<file path="src/rtl/oie_pkg.sv">
package oie_pkg;
  localparam int EVT_MAX   = 31;
  localparam int WORD_W    = EVT_MAX + 1;
  localparam int LIM_W     = $clog2(EVT_MAX + 1);
  localparam logic [1:0] PRIV_GUEST = 2'd1;
endpackage

</file>
<file path="src/rtl/oie_limit.sv">
module oie_limit #(
  parameter int EVT_CNT = 31,
  parameter int LIM_W   = $clog2(EVT_CNT + 1),
  localparam int WORD_W = EVT_CNT + 1
) (
  input  logic [1:0]        priv_level,
  input  logic              hyp_enabled,
  input  logic [LIM_W-1:0]  lim_global,
  input  logic [LIM_W-1:0]  lim_partition,
  output logic [LIM_W-1:0]  n_eff,
  output logic [WORD_W-1:0] impl_mask
);
  logic             use_part;
  logic [LIM_W-1:0] n_raw;

  assign use_part = (priv_level == oie_pkg::PRIV_GUEST) && hyp_enabled;
  assign n_raw    = use_part ? lim_partition : lim_global;
  assign n_eff    = (32'(n_raw) > EVT_CNT) ? LIM_W'(EVT_CNT) : n_raw;

  for (genvar i = 0; i < EVT_CNT; i++) begin : g_evt
    assign impl_mask[i] = (32'(n_eff) > i);
  end
  assign impl_mask[WORD_W-1] = 1'b1;
endmodule

</file>
<file path="src/rtl/oie_state.sv">
module oie_state #(
  parameter int WORD_W = 32
) (
  input  logic              clk,
  input  logic              rst_n,
  input  logic              wr_en,
  input  logic              set_sel,
  input  logic [WORD_W-1:0] wdata,
  input  logic [WORD_W-1:0] impl_mask,
  output logic [WORD_W-1:0] state_q
);
  logic [WORD_W-1:0] hit;
  logic [WORD_W-1:0] state_d;

  assign hit = wdata & impl_mask;

  always_comb begin
    state_d = state_q;
    if (wr_en) begin
      if (set_sel) state_d = state_q | hit;
      else         state_d = state_q & ~hit;
    end
  end

  always_ff @(posedge clk or negedge rst_n) begin
    if (!rst_n) state_q <= '0;
    else        state_q <= state_d;
  end

  assert_clear_bits_R2: assert property (@(posedge clk) disable iff (!rst_n)
    (wr_en && !set_sel) |=> ((state_q & $past(wdata & impl_mask)) == '0));

  assert_set_bits_R3: assert property (@(posedge clk) disable iff (!rst_n)
    (wr_en && set_sel) |=> ((state_q & $past(wdata & impl_mask)) == $past(wdata & impl_mask)));

  assert_unimpl_kept_R6: assert property (@(posedge clk) disable iff (!rst_n)
    wr_en |=> (((state_q ^ $past(state_q)) & ~$past(impl_mask)) == '0));

  assert_idle_hold_R9: assert property (@(posedge clk) disable iff (!rst_n)
    !wr_en |=> $stable(state_q));
endmodule

</file>
<file path="src/rtl/oie_irq.sv">
module oie_irq #(
  parameter int WORD_W = 32
) (
  input  logic [WORD_W-1:0] enables,
  input  logic [WORD_W-1:0] flags,
  output logic              irq
);
  assign irq = |(enables & flags);
endmodule

</file>
<file path="src/rtl/ovf_irq_enable.sv">
module ovf_irq_enable #(
  parameter int EVT_CNT = oie_pkg::EVT_MAX,
  localparam int WORD_W = EVT_CNT + 1,
  localparam int LIM_W  = $clog2(EVT_CNT + 1)
) (
  input  logic              clk,
  input  logic              rst_n,
  input  logic              acc_valid,
  input  logic              acc_sel_set,
  input  logic              acc_write,
  input  logic [WORD_W-1:0] acc_wdata,
  output logic [WORD_W-1:0] acc_rdata,
  input  logic [1:0]        priv_level,
  input  logic              hyp_enabled,
  input  logic [LIM_W-1:0]  lim_global,
  input  logic [LIM_W-1:0]  lim_partition,
  input  logic [WORD_W-1:0] ovf_flags,
  output logic              irq_out
);
  logic [LIM_W-1:0]  n_eff;
  logic [WORD_W-1:0] impl_mask;
  logic [WORD_W-1:0] state_q;
  logic [WORD_W-1:0] visible;

  oie_limit #(.EVT_CNT(EVT_CNT), .LIM_W(LIM_W)) u_limit (
    .priv_level   (priv_level),
    .hyp_enabled  (hyp_enabled),
    .lim_global   (lim_global),
    .lim_partition(lim_partition),
    .n_eff        (n_eff),
    .impl_mask    (impl_mask)
  );

  oie_state #(.WORD_W(WORD_W)) u_state (
    .clk      (clk),
    .rst_n    (rst_n),
    .wr_en    (acc_valid && acc_write),
    .set_sel  (acc_sel_set),
    .wdata    (acc_wdata),
    .impl_mask(impl_mask),
    .state_q  (state_q)
  );

  assign visible   = state_q & impl_mask;
  assign acc_rdata = visible;

  oie_irq #(.WORD_W(WORD_W)) u_irq (
    .enables(visible),
    .flags  (ovf_flags),
    .irq    (irq_out)
  );

  assert_hi_zero_R6: assert property (@(posedge clk) disable iff (!rst_n)
    ((acc_rdata[EVT_CNT-1:0] >> n_eff) == '0));

  assert_irq_source_R8: assert property (@(posedge clk) disable iff (!rst_n)
    irq_out |-> ((ovf_flags & acc_rdata) != '0));

  assert_cycle_bit_R5: assert property (@(posedge clk) disable iff (!rst_n)
    (acc_valid && acc_write && acc_sel_set && acc_wdata[WORD_W-1]) |=> acc_rdata[WORD_W-1]);
endmodule

</file>
<file path="config.mk">
export PLATFORM = sky130hd
export DESIGN_NAME = ovf_irq_enable
export DESIGN_NICKNAME = d
export VERILOG_FILES = /design/src/rtl/oie_pkg.sv /design/src/rtl/oie_limit.sv /design/src/rtl/oie_state.sv /design/src/rtl/oie_irq.sv /design/src/rtl/ovf_irq_enable.sv
export SDC_FILE = /design/constraint.sdc
export NUM_CORES = 1
export LEC_CHECK = 0
export CORE_UTILIZATION = 38
export CTS_BUF_LIST = sky130_fd_sc_hd__clkbuf_4
export DETAILED_ROUTE_END_ITERATION = 12
export PLACE_DENSITY = 0.85
export SYNTH_ARGS = -nofsm -noshare
export SYNTH_HDL_FRONTEND = slang
export SYNTH_HIERARCHICAL = 1
export SYNTH_SLANG_ARGS = --single-unit
export TNS_END_PERCENT = 100
</file>
<file path="constraint.sdc">
create_clock -name clk -period 2.5 [get_ports clk]
set_input_delay 0.5 -clock clk [delete_from_list [all_inputs] [get_ports clk]]
set_output_delay 0.5 -clock clk [all_outputs]
set_load 0.005 [all_outputs]
</file>
==> Word level (Yosys, flattened, before mapping) <==
Cells that the tools add are included.
{ "word_totals": {"register_bits": 32, "latch_bits": 0, "ramBits": 0, "mem_bits_ro": 0, "inputBits": 82, "output_inout_bits": 33, "word_cells": 44, "memories": 0} }
{ "classes": {"addsub": 0, "mul": 0, "div": 0, "n_lt_le_gt_ge": 31, "n_eq_ne": 1, "n_shift": 0, "mux": 2, "n_bitwise": 6, "n_reduce_logical": 3} }
{ "ops": {"columns": ["cell", "n"], "rows": [
  ["32-bit AND", 4],
  ["5-bit greater-than comparator, second input constant", 15],
  ["5-bit by 4-bit greater-than comparator with 1-bit output, second input constant", 8],
  ["32-bit 2-to-1 mux", 1],
  ["32-bit NOT", 1],
  ["32-bit bitwise OR", 1],
  ["32-bit OR reduction", 1],
  ["5-bit by 3-bit greater-than comparator with 1-bit output, second input constant", 4],
  ["5-bit by 1-bit greater-than comparator with 1-bit output, second input constant", 2],
  ["5-bit by 2-bit greater-than comparator with 1-bit output, second input constant", 2],
  ["5-bit 2-to-1 mux", 1],
  ["2-bit by 1-bit == test with 1-bit output, second input constant", 1],
  ["1-bit logical AND", 2]
]} }

==> Longest topological paths before layout <==
{ "logic_depth": {"word_depth": 8, "depth_mapped": 9, "mapped_depth_nobuf": 7} }

==> Hierarchy <==
The synthesis kept the hierarchy.
{ "modules_own_cells": {"columns": ["module", "n_inst", "cells_per_inst", "area_each_um2", "seq_area_each_um2"], "rows": [
  ["oie_state", 1, 102, 1370.1, 800.8],
  ["oie_limit", 1, 106, 665.6, 0.0],
  ["ovf_irq_enable", 1, 33, 206.4, 0.0],
  ["oie_irq", 1, 21, 157.7, 0.0]
]} }

==> Worst setup path after synthesis <==
OpenSTA, ideal clock, no wires.
{ "synth_path": {"kind": "input -> output", "startpoint": "input port priv_level[1]", "endpoint": "output port irq_out", "arrival_ns": 2.233, "required_ns": 2.000, "path_slack_ns": -0.233, "cell_stages": 8, "path_buffers": 1, "cell_sequence": "nand3b_4 > mux2i_1 > buf_2 > nand3_1 > and2_1 > a22oi_1 > nand4_1 > or4_1"} }
{ "synth_between": {"elab_chain_cells": 7, "word_cells_on_any_way": 37, "cone_classes": "order compare: 31; eq/ne: 1; mux: 1; bitwise: 2; reduce/logical: 2"} }
{ "synth_lines": {"columns": ["element", "line", "source"], "rows": [
  ["start: declaration", "ovf_irq_enable.sv:13", "input logic [1:0] priv_level,"],
  ["2-bit by 1-bit == test with 1-bit output", "oie_limit.sv:16", "assign use_part = (priv_level == oie_pkg::PRIV_GUEST) && hyp_enabled;"],
  ["1-bit logical AND", "oie_limit.sv:16", null],
  ["5-bit 2-to-1 mux", "oie_limit.sv:17", "assign n_raw = use_part ? lim_partition : lim_global;"],
  ["5-bit by 3-bit greater-than comparator with 1-bit output", "oie_limit.sv:21", "assign impl_mask[i] = (32'(n_eff) > i);"],
  ["named net impl_mask[5]", "ovf_irq_enable.sv:21", "logic [WORD_W-1:0] impl_mask;"],
  ["32-bit AND", "ovf_irq_enable.sv:44", "assign visible = state_q & impl_mask;"],
  ["named net acc_rdata[5]", "ovf_irq_enable.sv:12", "output logic [WORD_W-1:0] acc_rdata,"],
  ["32-bit AND", "oie_irq.sv:8", "assign irq = |(enables & flags);"],
  ["32-bit OR reduction", "oie_irq.sv:8", null],
  ["end: declaration", "ovf_irq_enable.sv:18", "output logic irq_out"]
]} }
The timed path passes the listed nets, and every way through them passes these cells.

==> Worst setup path in the final report <==
{ "layout_path": {"startpoint": "input port priv_level[1]", "endpoint": "output port irq_out"} }
{ "layout_between": {"elab_chain_cells": 7, "word_cells_on_any_way": 37, "cone_classes": "order compare: 31; eq/ne: 1; mux: 1; bitwise: 2; reduce/logical: 2"} }
{ "layout_lines": {"columns": ["element", "line"], "rows": [
  ["2-bit by 1-bit == test with 1-bit output", "oie_limit.sv:16"],
  ["1-bit logical AND", "oie_limit.sv:16"],
  ["5-bit 2-to-1 mux", "oie_limit.sv:17"],
  ["5-bit by 4-bit greater-than comparator with 1-bit output", "oie_limit.sv:21"],
  ["named net impl_mask[12]", "ovf_irq_enable.sv:21"],
  ["32-bit AND", "ovf_irq_enable.sv:44"],
  ["32-bit AND", "oie_irq.sv:8"],
  ["32-bit OR reduction", "oie_irq.sv:8"]
]} }
The timed path passes the listed nets, and every way through them passes these cells.

==> results.cfg <==
[status]
status = finished with violations
violations = setup timing

[worst_setup_path]
worst-path-buf-inv = 3
cp_max_fo = 6
path_cells = buf_6 -> nand3b_4 -> mux2i_4 -> buf_6 -> o311ai_0 -> and2_1 -> a22oi_1 -> nand4_1 -> or4_4 -> buf_6
cp_top_family = simple AND/OR/NAND/NOR gates
critical_path.max_stage_delay_ns = 0.51
crit_type = in2out
crit_slowest_cell = or4_4
worstPathRequired_ns = 2.00
endpoint_kind = output pin
path_common_cell = buf_6
cp.arrival_ns = 2.69
cp-start-kind = input pin

[global_route]
grt_pass1_vias = 3058
grt_max_degree = 33
overflow = 0
antenna_found_initial = 0
grt_pass1_wl_um = 15700
track_usage = 0.325

[hold_path]
hold_path_class = reg2reg

[power_and_ir_drop]
clkPwrFrac = 0.147
power_density_nw_per_um2 = 449
power_switching_uw = 682
p_leak_uw = 0.00200
peakVddDrop_uv = 353
p_int_uw = 1410
p_comb_frac = 0.514
p_sw_frac = 0.327
p_seq_frac = 0.339

[placed_design]
gp_congestion = 0.879
place_area_um2 = 3980
port_buffers = 114
numPlacedInstances = 488
dpl.hpwl_um = 6490

[timing]
finalHoldViolations = 0
worstMarginPinSlew_ns = 0.574
rsz0062_at_grt = yes
post-route-period-util = 1.28
layout_setup_ws_ns = -0.688
slew_headroom = 0.612
drv_slew = 0
period_needed_ns = 3.19
fmax_ghz = 0.314
setup_viol = 20
hold_slack_ns = 0.513
fin_skew_ns = 0

[floorplanning]
core_um2 = 5960
fp.dieH_um = 80.9
ios = 115
rows = 28
chipWidth_um = 80.9
start_util = 0.397
dieArea_um2 = 6550

[logic_synthesis]
syn-num-nets = 339
synthCells = 257
synth_area_um2 = 2370
synth_area_per_cell_um2 = 9.21
synth_warnings = 6

[layout]
synthToLayoutAreaGrowth_pct = 96.8
layout.nets = 524
design_area_um2 = 4660
antenna_cells = 0
finalNonFillerCells = 518
finish.utilization = 0.782
drive_gt1_frac = 0.501
nFillCells = 364

[routing]
routed_wl_um = 11400
dr.pass1.iters = 5
ant_nets = 0
drt_drc_violations_left = 0
viasPerCell = 6.05
post_drt_wl_per_cell_um = 21.9
dr.first_iter.drc_count = 307
vias = 3132

[cts]
clkTransAtPathRegs_ns = 0.10
cts_buffers = 5
cts-hold-fix-buffers = 0
cts_root_buffer = clkbuf_4
ctsLongestPathBuffers = 2
h-tree-depth = 2
cts_sinks = 32
clock_latency_ns = 0.35
cts_tree = done

[run]
maxCapViolCount = 0
## through the flow
step           power, uW  TNS (ns)  worst slack, ns
5_1_grt             2180     -7.32           -0.731
3_3_place_gp        1520    -19.66            -1.28
6_report            2090     -6.46           -0.688
3_5_place_dp        1550    -20.28            -1.31
4_1_cts             2010     -6.75           -0.577
2_1_floorplan       1020    -0.184           -0.184
## placed cells by master (no fill, tap or decap), drive strengths merged, types with 4 or more instances in the layout
| cell | n |
|---|---|
| buf | 95 |
| clkdlybuf4s50 | 85 |
| mux2 | 41 |
| nand3 | 40 |
| and2 | 34 |
| dfrtp | 32 |
| a22oi | 16 |
| nand2 | 12 |
| dlygate4sd2 | 8 |
| clkbuf | 8 |
| nor2 | 8 |
| a21oi | 8 |
| nand4 | 7 |
| clkdlybuf4s15 | 7 |
| nor3 | 5 |
| o21ai | 5 |
| dlymetal6s2s | 4 |
| o211ai | 4 |
## metal layers
metal | part of all wire | global-route usage | vias to the layer above | wire length (um)
met5 | 0 | 0 | - | 0
met4 | 0.051 | 0.161 | 0 | 575
met3 | 0.086 | 0.0730 | 67 | 972
met2 | 0.48 | 0.535 | 232 | 5470
met1 | 0.38 | 0.399 | 1518 | 4350
li1 | - | - | 1315 | -
## repair_timing
action,in CTS,in global routing
setup buffers,22,5
gates resized for setup,144,44
cloned,3,0
hold endpoints to repair,0,0
endpoints found under the setup margin,32,30
pin swaps,25,11
## worst paths after layout
check	start	endpoint	slack, ns	cells after the start
min reg2reg	flip-flop	flip-flop	0.51	1
max reg2reg	flip-flop	flip-flop	1.68	1
min in group asynchronous	rst_n	async pin	0.55	2
min	flip-flop	flip-flop	0.51	1
max	priv_level[1]	irq_out	-0.69	10
max in group asynchronous	rst_n	async pin	1.64	2
## power groups by stage
stage,logic (uW),registers (uW),clock network [uW]
after global placement,829,686,0
after global routing,1120,720,335
final,1070,707,307
after floorplan,346,679,0
after CTS,1000,695,310
after detailed placement,846,700,0
## layout make-up
cell class              count  area, um2  share of cell area
repair buffers            201       1890               0.405
well taps                  75       93.8              0.0202
clock inverters             2       11.3             0.00242
clock buffers               6       45.0             0.00967
multi-input cells         201       1820               0.390
inverters                   1       3.75            0.000806
flip-flops and latches     32        801               0.172
No activity file was read; power rests on OpenSTA's default activity.
